[src/rtl/sleep_ctl_pkg.sv]
package sleep_ctl_pkg;

  localparam int DELAY_W = 9;

  typedef enum logic [2:0] {
    PS_RUN, PS_IDLE, PS_QUIET, PS_PDOWN, PS_RESTART, PS_HALT
  } pwrState_t;

  localparam logic [1:0] MODE_IDLE  = 2'b00;
  localparam logic [1:0] MODE_QUIET = 2'b01;
  localparam logic [1:0] MODE_PDOWN = 2'b10;

  typedef struct packed {
    logic clearFilter;
    logic loadDelay;
    logic countDelay;
    logic loadHalt;
    logic countHalt;
  } ctrlStrobe_t;

  typedef struct packed {
    logic pdWake;
    logic delayZero;
    logic delayDone;
    logic haltDone;
  } dpStatus_t;

  function automatic logic [DELAY_W-1:0] delayTicks(input logic [1:0] sel);
    if (sel == 2'b00) delayTicks = '0;
    else delayTicks = DELAY_W'(1) << (2 * int'(sel) + 2);
  endfunction

endpackage

[src/rtl/sleep_ctl_dp.sv]
module sleep_ctl_dp
  import sleep_ctl_pkg::*;
#(
  parameter int HALT_CYCLES = 4
) (
  input  logic        clk,
  input  logic        rstN,
  input  ctrlStrobe_t strobe,
  input  logic        slowTick,
  input  logic        irqExtLevel,
  input  logic        irqPinChg,
  input  logic [1:0]  delaySel,
  output dpStatus_t   status
);
  localparam int HALT_W = $clog2(HALT_CYCLES + 1);
  localparam logic [HALT_W-1:0] HALT_LOAD = HALT_W'(HALT_CYCLES - 1);

  logic              pdReq;
  logic              sampleQ;
  logic [DELAY_W-1:0] delayCnt;
  logic [HALT_W-1:0]  haltCnt;

  assign pdReq = irqExtLevel | irqPinChg;

  // Slow-clock double sample: first tick stores, second tick confirms.
  always_ff @(posedge clk or negedge rstN) begin
    if (!rstN)                  sampleQ <= 1'b0;
    else if (strobe.clearFilter) sampleQ <= 1'b0;
    else if (slowTick)          sampleQ <= pdReq;
  end

  always_ff @(posedge clk or negedge rstN) begin
    if (!rstN) delayCnt <= '0;
    else if (strobe.loadDelay) delayCnt <= delayTicks(delaySel);
    else if (strobe.countDelay && slowTick && delayCnt != '0) delayCnt <= delayCnt - 1'b1;
  end

  always_ff @(posedge clk or negedge rstN) begin
    if (!rstN) haltCnt <= '0;
    else if (strobe.loadHalt) haltCnt <= HALT_LOAD;
    else if (strobe.countHalt && haltCnt != '0) haltCnt <= haltCnt - 1'b1;
  end

  assign status.pdWake    = !strobe.clearFilter && slowTick && pdReq && sampleQ;
  assign status.delayZero = (delaySel == 2'b00);
  assign status.delayDone = strobe.countDelay && slowTick && (delayCnt == DELAY_W'(1));
  assign status.haltDone  = strobe.countHalt && (haltCnt == '0);

  // Restart counter only moves on slow ticks.
  assert_delay_hold_R8: assert property (@(posedge clk) disable iff (!rstN)
    (strobe.countDelay && !slowTick && !strobe.loadDelay) |=> $stable(delayCnt));

  // Halt counter never exceeds its load value.
  assert_halt_range_R9: assert property (@(posedge clk) disable iff (!rstN)
    strobe.countHalt |-> (haltCnt <= HALT_LOAD));

endmodule

[src/rtl/sleep_ctl_fsm.sv]
module sleep_ctl_fsm
  import sleep_ctl_pkg::*;
(
  input  logic        clk,
  input  logic        rstN,
  input  logic        sleepEn,
  input  logic [1:0]  modeSel,
  input  logic        sleepInstr,
  input  logic        adcEnabled,
  input  logic        irqAny,
  input  logic        irqExtLevel,
  input  logic        irqPinChg,
  input  logic        irqAdc,
  input  dpStatus_t   status,
  output ctrlStrobe_t strobe,
  output logic        cpuClkEn,
  output logic        ioClkEn,
  output logic        adcClkEn,
  output logic        adcStart,
  output logic        wakeIrq
);
  pwrState_t state, stateNext;
  logic      startConv;
  logic      quietWake;

  assign quietWake = irqExtLevel | irqPinChg | irqAdc;

  always_comb begin
    stateNext         = state;
    startConv         = 1'b0;
    strobe            = '0;
    strobe.clearFilter = (state != PS_PDOWN);
    strobe.countDelay  = (state == PS_RESTART);
    strobe.countHalt   = (state == PS_HALT);
    unique case (state)
      PS_RUN: if (sleepInstr && sleepEn) begin
        unique case (modeSel)
          MODE_IDLE:  begin stateNext = PS_IDLE;  startConv = 1'b1; end
          MODE_QUIET: begin stateNext = PS_QUIET; startConv = 1'b1; end
          MODE_PDOWN: stateNext = PS_PDOWN;
          default:    stateNext = PS_RUN;
        endcase
      end
      PS_IDLE: if (irqAny || quietWake) begin
        stateNext = PS_HALT; strobe.loadHalt = 1'b1;
      end
      PS_QUIET: if (quietWake) begin
        stateNext = PS_HALT; strobe.loadHalt = 1'b1;
      end
      PS_PDOWN: if (status.pdWake) begin
        if (status.delayZero) begin stateNext = PS_HALT; strobe.loadHalt = 1'b1; end
        else begin stateNext = PS_RESTART; strobe.loadDelay = 1'b1; end
      end
      PS_RESTART: if (status.delayDone) begin
        stateNext = PS_HALT; strobe.loadHalt = 1'b1;
      end
      PS_HALT: if (status.haltDone) stateNext = PS_RUN;
      default: stateNext = PS_RUN;
    endcase
  end

  always_ff @(posedge clk or negedge rstN) begin
    if (!rstN) begin
      state    <= PS_RUN;
      adcStart <= 1'b0;
      wakeIrq  <= 1'b0;
    end else begin
      state    <= stateNext;
      adcStart <= startConv && adcEnabled;
      wakeIrq  <= (state == PS_HALT) && status.haltDone;
    end
  end

  always_comb begin
    unique case (state)
      PS_RUN:   {cpuClkEn, ioClkEn, adcClkEn} = 3'b111;
      PS_IDLE:  {cpuClkEn, ioClkEn, adcClkEn} = 3'b011;
      PS_QUIET: {cpuClkEn, ioClkEn, adcClkEn} = 3'b001;
      PS_HALT:  {cpuClkEn, ioClkEn, adcClkEn} = 3'b011;
      default:  {cpuClkEn, ioClkEn, adcClkEn} = 3'b000;
    endcase
  end

  // A disabled or reserved sleep request leaves the core running.
  assert_noop_R2: assert property (@(posedge clk) disable iff (!rstN)
    (state == PS_RUN && sleepInstr && (!sleepEn || modeSel == 2'b11)) |=> (state == PS_RUN));

  // Conversion start only while the ADC domain runs and the CPU is stopped.
  assert_adc_start_R4: assert property (@(posedge clk) disable iff (!rstN)
    adcStart |-> (adcClkEn && !cpuClkEn));

  // ADC quiet mode ignores the general interrupt line.
  assert_quiet_mask_R6: assert property (@(posedge clk) disable iff (!rstN)
    (state == PS_QUIET && !quietWake) |=> (state == PS_QUIET));

  // Power-down never returns straight to running.
  assert_pdown_exit_R7: assert property (@(posedge clk) disable iff (!rstN)
    (state == PS_PDOWN) |=> (state inside {PS_PDOWN, PS_RESTART, PS_HALT}));

  // The service pulse follows the halt.
  assert_wake_pulse_R9: assert property (@(posedge clk) disable iff (!rstN)
    wakeIrq |-> (cpuClkEn && $past(state == PS_HALT)));

endmodule

[src/rtl/sleep_ctl.sv]
module sleep_ctl
  import sleep_ctl_pkg::*;
#(
  parameter int HALT_CYCLES = 4
) (
  input  logic       clk,
  input  logic       rstN,
  input  logic       sleepEn,
  input  logic [1:0] modeSel,
  input  logic       sleepInstr,
  input  logic       adcEnabled,
  input  logic       irqAny,
  input  logic       irqExtLevel,
  input  logic       irqPinChg,
  input  logic       irqAdc,
  input  logic       slowTick,
  input  logic [1:0] delaySel,
  output logic       cpuClkEn,
  output logic       ioClkEn,
  output logic       adcClkEn,
  output logic       adcStart,
  output logic       wakeIrq
);
  ctrlStrobe_t strobe;
  dpStatus_t   status;

  sleep_ctl_fsm fsm_i (
    .clk(clk), .rstN(rstN), .sleepEn(sleepEn), .modeSel(modeSel),
    .sleepInstr(sleepInstr), .adcEnabled(adcEnabled), .irqAny(irqAny),
    .irqExtLevel(irqExtLevel), .irqPinChg(irqPinChg), .irqAdc(irqAdc),
    .status(status), .strobe(strobe), .cpuClkEn(cpuClkEn), .ioClkEn(ioClkEn),
    .adcClkEn(adcClkEn), .adcStart(adcStart), .wakeIrq(wakeIrq)
  );

  sleep_ctl_dp #(.HALT_CYCLES(HALT_CYCLES)) dp_i (
    .clk(clk), .rstN(rstN), .strobe(strobe), .slowTick(slowTick),
    .irqExtLevel(irqExtLevel), .irqPinChg(irqPinChg), .delaySel(delaySel),
    .status(status)
  );

endmodule

[config.mk]
export PLATFORM = sky130hd
export DESIGN_NAME = sleep_ctl
export DESIGN_NICKNAME = d
export VERILOG_FILES = /design/src/rtl/sleep_ctl_pkg.sv /design/src/rtl/sleep_ctl_dp.sv /design/src/rtl/sleep_ctl_fsm.sv /design/src/rtl/sleep_ctl.sv
export SDC_FILE = /design/constraint.sdc
export NUM_CORES = 1
export LEC_CHECK = 0
export CAP_MARGIN = 10
export CELL_PAD_IN_SITES_DETAIL_PLACEMENT = 1
export CELL_PAD_IN_SITES_GLOBAL_PLACEMENT = 2
export CORE_ASPECT_RATIO = 1.75
export CORE_MARGIN = 2
export CORE_UTILIZATION = 33
export CTS_CLUSTER_SIZE = 40
export DETAILED_ROUTE_END_ITERATION = 10
export PLACE_DENSITY_LB_ADDON = 0.1
export SETUP_SLACK_MARGIN = 0.05
export SLEW_MARGIN = 40
export SYNTH_ARGS = -nofsm -noshare
export SYNTH_HDL_FRONTEND = slang
export SYNTH_SLANG_ARGS = --single-unit
[constraint.sdc]
create_clock -name clk -period 1.9 [get_ports clk]
set_input_delay 0.475 -clock clk [delete_from_list [all_inputs] [get_ports clk]]
set_output_delay 0.475 -clock clk [all_outputs]
set_load 0.01 [all_outputs]
==> qor.txt <==
Status -> finished, final reports clean
Initial antenna violation count -> 0
Total GRT Usage -> 20.4%
Worst Path Max Fanout -> 6
Detailed Place HPWL -> 3.28 mm
Min Hold Slack -> 0.513 ns
Drt drc -> 0
Initial Util -> 33.8%
Post-CTS Hold Buffers -> 0
Top_reg_cell synth -> dfrtp_1
Synth Area per Inst -> 9.03 um^2
Reg power frac -> 30.0%
WL/cell -> 16.9 um
Clock transition at path regs -> 0.07 ns
Max-slew violation count -> 0
Peak Freq -> 539 MHz
TritonCTS clock tree -> built
Total Wirelength -> 4.08 mm
Number of synthesized flops with an enable pin -> 0
PD cells -> 1230 mW/mm^2
Die Height -> 86.5 um
Final Wtd Congestion -> 0.807
Required @ worst endpoint -> 2.03 ns
Placed Cells -> 237
Slew headroom -> 71.4%
Final setup fails -> 0
Number of synthesis warnings -> 0
Leakage -> 0.000810 uW
Seq cells post-synth -> 18
Share of layout cells above drive strength 1 -> 35.8%
Crit path launch type -> register
Post-synth ARST share -> 100%
CTS buffer count -> 3
CP Capture Type -> register
RSZ-0062 raised after global routing -> yes
Largest net degree at the start of global routing -> 19
Placed Area -> 0.00175 mm^2
Count of different cell masters after synthesis -> 45
Non-Filler Cell Area, Final -> 0.00191 mm^2
Initial DRC count -> 23
Rows -> 30
Combinational power share -> 58.4%
Die Footprint -> 0.00442 mm^2
Wire length of the first global-routing pass -> 6.71 mm
Tcrit/Tclk final -> 97.7%
Mapped cell area -> 0.00128 mm^2
Worst-margin pin slew -> 0.423 ns
CTS Sinks -> 18
Critical Path AT -> 1.99 ns
Core area -> 0.00379 mm^2
Clk buf depth -> 2
Clk root buf -> clkbuf_8
Via count -> 1335
Drt pass-1 iters -> 4
Max VDD drop -> 0.587 mV
Max Cap Viol -> 0
Area Growth Syn to Fin -> 48.9%
Fin. Hold Viols -> 0
# fillers -> 443
Die width -> 51.1 um
Net Count, Synth -> 164
Inserted Diodes -> 0
Clk pwr share -> 11.6%
Total net switching power -> 1010 uW
P_int -> 1340 uW
CTS HTree Levels -> 1
Most common cell in the netlist -> dfrtp_1
Vias per cell -> 5.54
Yosys top cell area share -> 35.1%
Critical setup path kind -> reg2reg
Total grt overflow -> 0
Area leader, netlist -> dfrtp_1
Boundary pin count -> 19
Worst Hold Class -> reg2reg
Clock skew -> 0.00161 ns
Tmin final -> 1.86 ns
Post-synthesis sequential area ratio -> 35.1%
Post-Syn Instances -> 142
Synth top area cells -> dfrtp_1 (35%), ha_1 (7.8%), o31ai_1 (3.5%)
Post-DRT Antenna Nets -> 0
Sw frac -> 42.8%
Worst skew pair latency -> 0.25 ns
Post-Layout Cell Count -> 241
IO Port Bufs -> 18
Synth top cells by count -> dfrtp_1 (18), nor2_1 (11), nand2_1 (10)
Final #Nets -> 217
Vias in the first global route -> 1509
==> sequential cells by signal (all words and copies together) (netlist names) <==
name            cells
fsm_i.adcStart      1
dp_i.haltCnt        3
fsm_i.wakeIrq       1
fsm_i.state         3
dp_i.delayCnt       9
dp_i.sampleQ        1
==> final timing paths <==
kind	cells past startpoint	slack, ns	startpoint	end
setup / recovery	4	0.04	dp_i.delayCnt[5]$_DFFE_PN0P_	fsm_i.state[0]$_DFFE_PN0P_
hold / removal	1	0.51	fsm_i.state[2]$_DFFE_PN0P_	fsm_i.adcStart$_DFF_PN0_
setup reg to reg	4	0.04	dp_i.delayCnt[5]$_DFFE_PN0P_	fsm_i.state[0]$_DFFE_PN0P_
hold reg to reg	1	0.51	fsm_i.state[2]$_DFFE_PN0P_	fsm_i.adcStart$_DFF_PN0_
max in group asynchronous	2	1.13	rstN	dp_i.delayCnt[4]$_DFFE_PN0P_
min in group asynchronous	2	0.55	rstN	dp_i.delayCnt[2]$_DFFE_PN0P_
==> layer usage <==
| layer | track usage, % | part of all wire (%) | vias to the layer above | routed length [um] |
|---|---|---|---|---|
| li1 | - | - | 639 | - |
| met1 | 19.5 | 36 | 654 | 1490 |
| met2 | 39.7 | 59 | 32 | 2390 |
| met3 | 1.90 | 2.0 | 10 | 82 |
| met4 | 12.5 | 3.0 | 0 | 123 |
| met5 | 0 | 0 | - | 0 |
==> layout make-up <==
type / count / area [um^2] / share of cell area [%]
multi-input cells: 110 / 875 / 45.8
flip-flops and latches: 18 / 457 / 23.9
repair buffers: 53 / 443 / 23.2
well taps: 48 / 60.1 / 3.15
clock buffers: 3 / 41.3 / 2.16
inverters: 9 / 33.8 / 1.77
==> worst max-delay path, cell delays in order, from the launching register on <==
cell	delay, ns
dfrtp_2	0.45
or4_1	0.63
nor3_2	0.21
nor2_1	0.07
o41ai_2	0.37
==> per-stage QoR <==
stage | total power [uW] | setup TNS [ns] | util (%) | setup slack, ns
6_report | 2350 | 0 | 50.4 | 0.0439
5_1_grt | 2530 | -0.0290 | 50.4 | -0.0290
4_1_cts | 2290 | 0 | 48.5 | 0.0315
3_5_place_dp | 1940 | -4.05 | 46.1 | -0.402
2_1_floorplan | 1340 | 0 | - | 0.134
3_3_place_gp | 1870 | -3.01 | 46.1 | -0.332
==> cell families (layout without fill, tap and decap cells) <==
family,Yosys count,count (layout),share of synthesized area [%]
fa+ha+maj,8,8,7.81
simple gates,58,58,27.1
xor+xnor,3,3,2.05
mux,2,2,1.66
buf+inv,14,65,4.88
flops,18,18,35.1
compound gates,39,39,21.4
==> cells in the final DEF, fill, tap and decap left out, types with 2 or more instances in the layout <==
| master | synthesis | layout |
|---|---|---|
| buf_4 | 0 | 35 |
| dfrtp_1 | 18 | 13 |
| clkdlybuf4s50_1 | 0 | 12 |
| nor2_1 | 11 | 10 |
| nand2_1 | 10 | 10 |
| inv_1 | 9 | 8 |
| ha_1 | 8 | 7 |
| o31ai_1 | 6 | 6 |
| o21ai_0 | 6 | 6 |
| o211ai_1 | 5 | 5 |
| or4_1 | 6 | 5 |
| dfrtp_2 | 0 | 5 |
| a21oi_1 | 7 | 4 |
| nor4_1 | 6 | 4 |
| dlygate4sd2_1 | 0 | 4 |
| xnor2_1 | 3 | 3 |
| nor3_1 | 5 | 3 |
| a21oi_2 | 0 | 3 |
| nand3_1 | 3 | 3 |
| clkbuf_8 | 0 | 3 |
| nor3_2 | 0 | 2 |
| nor2b_2 | 0 | 2 |
| a211oi_1 | 3 | 2 |
| a21o_1 | 3 | 2 |
| dlymetal6s2s_1 | 0 | 2 |
==> power by group through the flow <==
stage | Combinational [uW] | Clock, uW | Sequential, uW
2_1_floorplan | 715 | 0 | 629
3_3_place_gp | 1190 | 0 | 676
3_5_place_dp | 1250 | 0 | 685
4_1_cts | 1310 | 280 | 693
5_1_grt | 1510 | 289 | 730
6_report | 1370 | 272 | 705
==> timing repair <==
item / 4_1_cts / 5_1_grt
pin swaps: 2 / 8
buffers inserted: 0 / 1
setup endpoints to repair: 16 / 15
resized for setup: 16 / 18
Power figures use the tool's default switching activity.
